===== src/rtl/lfsr3_pkg.sv =====
package lfsr3_pkg;
   localparam int unsigned PRSG_W = 3;
   typedef logic [PRSG_W-1:0] prsg_state_t;
   // Value loaded on reset
   localparam prsg_state_t PRSG_SEED = '1;
   // Bits XORed to form the incoming bit (bit 2 and bit 0)
   localparam prsg_state_t PRSG_TAPS = 3'b101;
endpackage


===== src/rtl/lfsr3_feedback.sv =====
module lfsr3_feedback #(
   parameter int unsigned W = 3,
   parameter logic [W-1:0] TAPS = 3'b101
) (
   input  logic [W-1:0] cur_i,
   output logic         fb_o
);
   generate
      if (TAPS == '0) begin : g_bad_taps
         $error("lfsr3_feedback: tap mask must not be zero");
      end
   endgenerate

   always_comb begin
      fb_o = 1'b0;
      for (int i = 0; i < int'(W); i++) begin
         if (TAPS[i]) fb_o = fb_o ^ cur_i[i];
      end
   end
endmodule


===== src/rtl/lfsr3_stage_reg.sv =====
module lfsr3_stage_reg #(
   parameter int unsigned W = 3,
   parameter logic [W-1:0] SEED = '1
) (
   input  logic         clk_i,
   input  logic         rst_i,
   input  logic         en_i,
   input  logic         fb_i,
   output logic [W-1:0] q_o
);
   generate
      if (W < 2) begin : g_bad_w
         $error("lfsr3_stage_reg: width must be at least 2");
      end
      if (SEED == '0) begin : g_bad_seed
         $error("lfsr3_stage_reg: seed must be nonzero");
      end
   endgenerate

   always_ff @(posedge clk_i) begin
      if (rst_i)     q_o <= SEED;
      else if (en_i) q_o <= {q_o[W-2:0], fb_i};
   end


   seed_load_chk: assert property (@(posedge clk_i) rst_i |=> q_o == SEED);

   hold_when_idle_chk: assert property (@(posedge clk_i) disable iff (rst_i)
      !en_i |=> q_o == $past(q_o));

   never_zero_chk: assert property (@(posedge clk_i) disable iff (rst_i)
      q_o != '0);
endmodule


===== src/rtl/lfsr3_prsg.sv =====
module lfsr3_prsg
   import lfsr3_pkg::*;
#(
   parameter int unsigned W = PRSG_W,
   parameter logic [W-1:0] SEED = PRSG_SEED,
   parameter logic [W-1:0] TAPS = PRSG_TAPS,
   parameter bit SERIAL_FROM_MSB = 1'b1
) (
   input  logic         clk_i,
   input  logic         rst_i,
   input  logic         en_i,
   output logic [W-1:0] state_o,
   output logic         serial_o
);
   localparam int unsigned MSB = W - 1;

   generate
      if (W != 3) begin : g_bad_width
         $error("lfsr3_prsg: only a three-bit register is supported");
      end
   endgenerate

   logic fb;

   lfsr3_feedback #(.W(W), .TAPS(TAPS)) fb_i (
      .cur_i (state_o),
      .fb_o  (fb)
   );

   lfsr3_stage_reg #(.W(W), .SEED(SEED)) reg_i (
      .clk_i (clk_i),
      .rst_i (rst_i),
      .en_i  (en_i),
      .fb_i  (fb),
      .q_o   (state_o)
   );

   generate
      if (SERIAL_FROM_MSB) begin : g_ser_msb
         assign serial_o = state_o[MSB];
      end else begin : g_ser_fb
         assign serial_o = fb;
      end
   endgenerate


   step_shift_chk: assert property (@(posedge clk_i) disable iff (rst_i)
      en_i |=> state_o == {$past(state_o[MSB-1:0]), $past(fb)});

   reset_wins_chk: assert property (@(posedge clk_i)
      (rst_i && en_i) |=> state_o == SEED);
endmodule


===== config.mk =====
export PLATFORM = sky130hd
export DESIGN_NAME = lfsr3_prsg
export DESIGN_NICKNAME = d
export VERILOG_FILES = /design/src/rtl/lfsr3_pkg.sv /design/src/rtl/lfsr3_feedback.sv /design/src/rtl/lfsr3_stage_reg.sv /design/src/rtl/lfsr3_prsg.sv
export SDC_FILE = /design/constraint.sdc
export NUM_CORES = 1
export LEC_CHECK = 0
export ABC_CLOCK_PERIOD_IN_PS = 900
export BUFFER_PORTS_ARGS = -buffer_cell sky130_fd_sc_hd__buf_2
export CAP_MARGIN = 25
export CORE_AREA = 2 2 39 41
export CTS_CLUSTER_SIZE = 25
export DETAILED_ROUTE_END_ITERATION = 10
export DIE_AREA = 0 0 41 43
export PLACE_DENSITY = 0.36
export SLEW_MARGIN = 20
export SYNTH_ARGS = -nofsm -noshare
export SYNTH_HDL_FRONTEND = slang
export SYNTH_HIERARCHICAL = 1
export SYNTH_SLANG_ARGS = --single-unit
export TNS_END_PERCENT = 5

===== constraint.sdc =====
create_clock -name clk_i -period 0.9 [get_ports clk_i]
set_input_delay 0.09 -clock clk_i [delete_from_list [all_inputs] [get_ports clk_i]]
set_output_delay 0.09 -clock clk_i [all_outputs]
set_load 0.1 [all_outputs]

[After elaboration in Yosys (flattened, before gate mapping)]
Cells that the tools add are included.
Operators by class
  bitwise logic cells: 1
  reduce and logical (&&, ||, !) cells: 0
  multiply operators: 0
  order comparisons: 0
  add/sub/neg operators: 0
  equality and inequality tests: 0
  mux-type cells: 0
  divide/modulo/power cells: 0
  shifts and indexed selects: 0
Operator list (number)
  1-bit bitwise XOR: 1
Word-level totals
  memory bits (read-only): 0
  bits in writable memories: 0
  output and inout port bits: 4
  latch bits: 0
  word-level logic and storage cells: 2
  memories kept: 0
  flip-flop bits (word level): 3

[Depth between registers and ports, before layout]
Gate-level depths: netlist of run 1.
  depth after elaboration: 1
  gate-level depth with buffers: 2

[By module]
Netlist of run 1, hierarchy kept.
By module, submodules not included
  lfsr3_stage_reg: instances 1, cells an instance 9, sequential area each 60.1 um2, area an instance 105.1 um2
  lfsr3_feedback: instances 1, cells an instance 1, sequential area each 0.0 um2, area an instance 8.8 um2
  lfsr3_prsg: instances 1, cells an instance 1, sequential area each 0.0 um2, area an instance 7.5 um2

[Worst setup path after synthesis of run 1]
OpenSTA, ideal clock, no wires.
  path kind: register to register
  start: register reg_i.q_o[2]
  end: register reg_i.q_o[0]
  cell stages (with the launch flop): 3
  buffers on the path: 0
  arrival: 1.384 ns
  slack: -0.603 ns
  setup time: 0.120 ns
  data required time: 0.780 ns
  cell sequence: dfxtp_1 -> xor2_1 -> a211o_1
Between the ends
  longest elaborated chain between the ends: 1
RTL lines
  start: declaration: RTL line lfsr3_stage_reg.sv:9  | output logic [W-1:0] q_o
  start signal: assignment: RTL line lfsr3_stage_reg.sv:22  | else if (en_i) q_o <= {q_o[W-2:0], fb_i};
  1-bit bitwise XOR: RTL line lfsr3_feedback.sv:17  | if (TAPS[i]) fb_o = fb_o ^ cur_i[i];
  net fb: RTL line lfsr3_prsg.sv:23  | logic fb;
The timed path passes the listed nets, and every way through them passes these cells.
A chain may end at the register's enable or synchronous reset.

[Worst setup path after layout of run 1]
  start: register reg_i.q_o[2]
  end: output port serial_o
RTL lines
  end: declaration: RTL line lfsr3_prsg.sv:13  | output logic serial_o
No word-level cell between the ends.

==> qor.yml, run 1 <==
final_wirelength_um: 323
achievable-frequency_ghz: 1.05
slew_headroom: 0.918
layout.cell_area.non_filler_um2: 273
vdd_ir_drop_max_mv: 0.752
setup_repair_after_global_routing_missed_its_margin: "yes"
synth.cells.most_frequent: "3 x sky130_fd_sc_hd__a211o_1, 3 x sky130_fd_sc_hd__dfxtp_1, 3 x sky130_fd_sc_hd__nor2b_1, 1 x sky130_fd_sc_hd__buf_4, 1 x sky130_fd_sc_hd__xor2_1"
synth_async_sr_flop_share: 0
diodes: 0
mappedNetlistNets: 14
synth_seq_area_share: 0.495
post_synth_inst_count: 11
timing.critical_path.cells: "buf_6 > buf_12"
synth-main-ff-cell: "sky130_fd_sc_hd__dfxtp_1"
period_share: 1.05
status: "complete, but fails checks"
combined_area_of_all_synthesized_cells_um2: 121
hold-path-cell-count: 2
number_of_buffers_inserted_to_repair_setup_after_cts: 0
insertion_delay_ns: 0.23
largest_reg_flops: 3
share_of_post_route_cells_with_drive_strength_above_1: 0.619
synth_top_cells_by_area: "sky130_fd_sc_hd__dfxtp_1 49%, sky130_fd_sc_hd__a211o_1 22%, sky130_fd_sc_hd__nor2b_1 15%, sky130_fd_sc_hd__xor2_1 7.2%, sky130_fd_sc_hd__buf_4 6.2%"
synth_top_area_cell: "sky130_fd_sc_hd__dfxtp_1"
setup_viol_count_final: 2
slew_viol_final: 0
cts_made_buffers: 3
p_leak_uw: 0.000114
seqCellArea_um2: 71.3
cap_viol_max_count: 0
num_io_pins: 7
route.vias.total: 117
grt_pass1_vias: 125
synth.ff_latch_count: 3
worstRegToRegCells: 2
drt-wirelength-per-cell_um: 8.73
cp_data_arrival_time_ns: 0.86
register_containing_the_most_flip_flops_in_the_final_layout: "reg_i/q_o"
timing.reg2reg.setup_slack_ns: 0.02
floorplan.die.height_um: 43
drc_errors: 0
die_width_um: 41
setup.worst_path.start_class: "register"
critPathCaptureType: "output port"
synth_cell_types: 5
drt_pre_antenna_iters: 3
total_global_routing_overflow: 0
avgSynthCellArea_um2: 11.0
final-instance-count-excl-fill: 37
via_density_per_instance: 3.16
fill_cells: 154
critical_path.reg2reg.endpoint: "reg_i/q_o[0]"
cts.reportedPaths.clkPinSlew_ns: 0.04
cp_max_fo: 3
hold_path_class: "in -> reg"
critPathMaxStageDelay_ns: 0.35
gp_congestion: 0.536
io_buffer_count: 6
die_area_um2: 1760
cp.required_ns: 0.81
min_period_ns: 0.948
grt_start_max_net_pins: 7
worstMarginPinSlew_ns: 0.123
finish.net_count: 25
detail_route.iter0.violations: 1
postLayoutSetupSlackWorst_ns: -0.0485
critPathKind: "reg -> out"
ctsHoldBuffers: 0
finalClockSkew_ns: 0.00120
yosysWarningCount: 6
dpl.cell_count: 33
core.rowCount: 14
placeableCoreArea_um2: 1380
synth_top_area_frac: 0.495
cts_root_buffer: "sky130_fd_sc_hd__clkbuf_4"
grt_pass1_wl_um: 476
failing_checks: "negative setup slack"
h_tree_level_count: 1
detail-route-antenna-nets: 0
pre_cts_slack_ns: 0.0334
number_of_antenna_violations_at_the_first_check_in_global_routing: 0
clockBufferDepth: 2
number_of_enable_type_register_cells_in_the_synthesized_netlist: 0
timing_hold_violations_final: 0
hold_path.startpoint: "rst_i"
tritoncts: "yes"
initial_core_utilization: 0.0877
clock_sink_count: 3
hold_critical_path_endpoint: "reg_i/q_o[2]"
layout-area-overhead-vs-synth_pct: 125
regToRegStartpoint: "reg_i/q_o[2]"
multi_input_area_um2: 53.8
track_usage: 0.0441
top_regs: "reg_i/q_o: 3 flops"
critPathSlowestCell: "sky130_fd_sc_hd__dfxtp_4"
dpl_cell_area_um2: 243
powerDensity_nw_per_um2: 2130
kinds of logic after synthesis:
group,synth area share
buffers and inverters,0.0619
AO/OA/AOI/OAI,0.217
flip-flops,0.495
XOR/XNOR,0.0722
AND/OR/NAND/NOR,0.155
power by group:
| part | leakage, uW | internal [uW] | total, uW | switching, uW |
|---|---|---|---|---|
| registers | 0.0000252 | 143 | 157 | 14.2 |
| logic | 0.0000736 | 71.7 | 190 | 118 |
| clock network | 0.0000150 | 166 | 234 | 67.7 |
| total | 0.000114 | 381 | 581 | 200 |
worst max-delay path: cells and delay by family, from the launching register on:
family / cells / cell delay, ns
buf+inv: 2 / 0.27
flops: 1 / 0.35
area by class of cell:
type | instances | area share
clock buffer | 4 | 0.0963
sequential | 3 | 0.261
timing repair buffer | 7 | 0.372
tap | 16 | 0.0734
multi-input combinational | 7 | 0.197
metrics by stage:
step | power [uW] | setup TNS [ns] | utilization | hold slack, ns
6_report | 581 | -0.0965 | 0.197 | 0.0871
5_1_grt | 620 | -0.172 | 0.197 | 0.0813
4_1_cts | 600 | -0.124 | 0.197 | 0.0827
3_5_place_dp | 348 | 0 | 0.175 | 0.329
3_3_place_gp | 344 | 0 | 0.175 | 0.320
2_1_floorplan | 272 | -0.203 | - | 0.188
what timing repair did:
action,4_1_cts,5_1_grt
resized for setup,1,0
cloned,0,0
setup endpoints to repair,2,2
per-layer routing:
layer  vias to the layer above  wire, um  track usage
met5                         -         0            0
met4                         0         0       0.0600
met3                         0        44       0.0209
met2                         7       133       0.0500
met1                        53       145       0.0481
li1                         57         -            -
worst max path at each step:
stage / start / endpoint
after floorplan: reg_i/q_o[2] / reg_i/q_o[0]
after global placement: reg_i/q_o[2] / reg_i/q_o[0]
after detailed placement: reg_i/q_o[0] / reg_i/q_o[0]
after CTS: reg_i/q_o[2] / serial_o
after global routing: reg_i/q_o[2] / serial_o
final: reg_i/q_o[2] / serial_o
placed cells by master (no fill, tap or decap), drive strengths merged:
cell    instances
dfxtp           3
a211o           3
xor2            1
nor2b           3
clkbuf          4
buf             7
No activity file was read; power rests on OpenSTA's default activity.
==> run 2, diff against run 1 <==
--- a/config.mk
+++ b/config.mk
@@ -9,6 +9,7 @@
 export BUFFER_PORTS_ARGS = -buffer_cell sky130_fd_sc_hd__buf_2
 export CAP_MARGIN = 25
 export CORE_AREA = 2 2 39 41
+export CTS_BUF_LIST = sky130_fd_sc_hd__clkbuf_4 sky130_fd_sc_hd__clkbuf_8 sky130_fd_sc_hd__clkbuf_16
 export CTS_CLUSTER_SIZE = 25
 export DETAILED_ROUTE_END_ITERATION = 10
 export DIE_AREA = 0 0 41 43
==> run 2 against run 1 <==
Effect of this change: the run still ends with negative setup slack left; setup slack unchanged; via count unchanged; die area unchanged; power up 5.2%; global-route usage unchanged; critical path depth unchanged; final cell count unchanged; routed wire length unchanged; combinational power about the same; cell area up 1.4%; sequential cell count unchanged; count of clock-buffer cells in the layout unchanged; critical path type unchanged.
==> qor.yml, run 2 (same netlist as run 1, synthesis figures left out) <==
status: "complete, but fails checks"
failing_checks: "negative setup slack"
p_leak_uw: 0.000117  # +3.0%
drt-wirelength-per-cell_um: 8.73  # unchanged
number_of_buffers_inserted_to_repair_setup_after_cts: 0  # unchanged
achievable-frequency_ghz: 1.05  # unchanged
register_containing_the_most_flip_flops_in_the_final_layout: "reg_i/q_o"
timing_hold_violations_final: 0  # unchanged
core.rowCount: 14  # unchanged
setup.worst_path.start_class: "register"
detail_route.iter0.violations: 1  # unchanged
track_usage: 0.0441  # unchanged
tritoncts: "yes"
worstMarginPinSlew_ns: 0.123  # unchanged
final.setup.tns_ns: -0.0965  # unchanged
powerDensity_nw_per_um2: 2210  # +3.8%
clockBufferDepth: 2  # unchanged
drc_errors: 0  # unchanged
drt_pre_antenna_iters: 3  # unchanged
io_buffer_count: 6  # unchanged
met2RoutedLength_um: 133  # unchanged
fill_cells: 154  # unchanged
cts_made_buffers: 3  # unchanged
hold_path_class: "in -> reg"
placeableCoreArea_um2: 1380  # unchanged
postLayoutSetupSlackWorst_ns: -0.0485  # unchanged
initial_core_utilization: 0.0877  # unchanged
diodes: 0  # unchanged
total_power_uw: 611  # +5.2%
finish.net_count: 25  # unchanged
grt_start_max_net_pins: 7  # unchanged
top_regs: "reg_i/q_o: 3 flops"
number_of_antenna_violations_at_the_first_check_in_global_routing: 0  # unchanged
cp_max_fo: 3  # unchanged
total_switching_power_uw: 200  # +0.18%
drt-met1-wl_um: 146  # +0.69%
cp.required_ns: 0.81  # about the same
cp_data_arrival_time_ns: 0.86  # about the same
detail-route-antenna-nets: 0  # unchanged
insertion_delay_ns: 0.23  # about the same
share_of_post_route_cells_with_drive_strength_above_1: 0.667  # +0.0476
grt_pass1_vias: 125  # unchanged
multi_input_area_um2: 53.8  # unchanged
floorplan.die.height_um: 43  # unchanged
final-instance-count-excl-fill: 37  # unchanged
swShare: 0.328  # -0.0165
min_period_ns: 0.948  # unchanged
final_wirelength_um: 323  # unchanged
cts_root_buffer: "sky130_fd_sc_hd__clkbuf_4"
slew_viol_final: 0  # unchanged
num_io_pins: 7  # unchanged
vdd_ir_drop_max_mv: 0.752  # about the same
die_area_um2: 1760  # unchanged
finalClockSkew_ns: 0.000954  # -0.000245 ns
cap_viol_max_count: 0  # unchanged
wl_met3_um: 44  # unchanged
finalCoreUtilization: 0.200  # +0.00271
route.vias.total: 117  # unchanged
gp_congestion: 0.536  # unchanged
comb_power_share: 0.310  # -0.017
die_width_um: 41  # unchanged
layout-area-overhead-vs-synth_pct: 128
grt_pass1_wl_um: 476  # unchanged
share_of_total_power_in_the_clock_network: 0.432  # +0.029
cts.reportedPaths.clkPinSlew_ns: 0.04  # about the same
period_share: 1.05  # unchanged
sequentialPowerShare: 0.257  # -0.014
final_cell_mix: "4 x sky130_fd_sc_hd__clkbuf_4, 4 x sky130_fd_sc_hd__buf_12, 3 x sky130_fd_sc_hd__nor2b_1, 3 x sky130_fd_sc_hd__a211o_1, 3 x sky130_fd_sc_hd__dfxtp_4"
setup_viol_count_final: 2  # unchanged
critPathKind: "reg -> out"
critPathCaptureType: "output port"
slew_headroom: 0.918  # unchanged
seqCellArea_um2: 71.3  # unchanged
dpl.cell_count: 33  # unchanged
power_report.internal_total_uw: 411  # +7.9%
largest_reg_flops: 3  # unchanged
via_density_per_instance: 3.16  # unchanged
total_global_routing_overflow: 0  # unchanged
h_tree_level_count: 1  # unchanged
setup_repair_after_global_routing_missed_its_margin: "yes"
clock_sink_count: 3  # unchanged
maxUsedRoutingLayer: "met3"
## run 2: cell counts in the layout (fill, tap and decap cells not counted)
Identical to the previous run, type by type.
## run 2: repair_timing
item	in CTS	in global routing
hold buffers	0	0
setup endpoints to repair	2	2
gates resized for setup	1	0
## run 2: final cells by class
class,count,share of cell area
Multi-Input combinational cell,7,0.195
Clock buffer,4,0.109
Tap cell,16,0.0724
Timing Repair Buffer,7,0.367
Sequential cell,3,0.258
## run 2: worst paths after layout
check	start	endpoint	slack (ns)	cells after the start
setup / recovery	reg_i/q_o[2]	serial_o	-0.05	2
hold / removal	rst_i	reg_i/q_o[2]	0.09	2
setup reg to reg	reg_i/q_o[2]	reg_i/q_o[0]	0.02	2
hold reg to reg	reg_i/q_o[1]	reg_i/q_o[2]	0.50	1
## run 2: stage by stage
| step | setup WS [ns] | hold slack, ns | cell area, um2 |
|---|---|---|---|
| finish | -0.0485 | 0.0871 | 277 |
| CTS | -0.0622 | 0.0827 | 277 |
| global route | -0.0866 | 0.0813 | 277 |
| detailed placement | 0.0334 | 0.329 | 243 |
| floorplan | -0.0998 | 0.188 | 133 |
| global placement | 0.0606 | 0.320 | 243 |
## run 2: power groups by stage
stage / registers, uW / clock network, uW / logic (uW)
after floorplan: 228 / 0 / 44.1
final: 157 / 264 / 190
after detailed placement: 159 / 0 / 189
after global placement: 158 / 0 / 187
after global routing: 159 / 296 / 196
after CTS: 157 / 282 / 191
## run 2: routing by layer
metal / up-vias / GRT usage
met5: - / 0
met4: 0 / 0.0600
li1: 57 / -
met1: 53 / 0.0481
met3: 0 / 0.0209
met2: 7 / 0.0500
## run 2: worst max-delay path: stages (launching register included)
cell and delay, ns:
sky130_fd_sc_hd__dfxtp_4 0.35, sky130_fd_sc_hd__buf_6 0.11, sky130_fd_sc_hd__buf_12 0.16
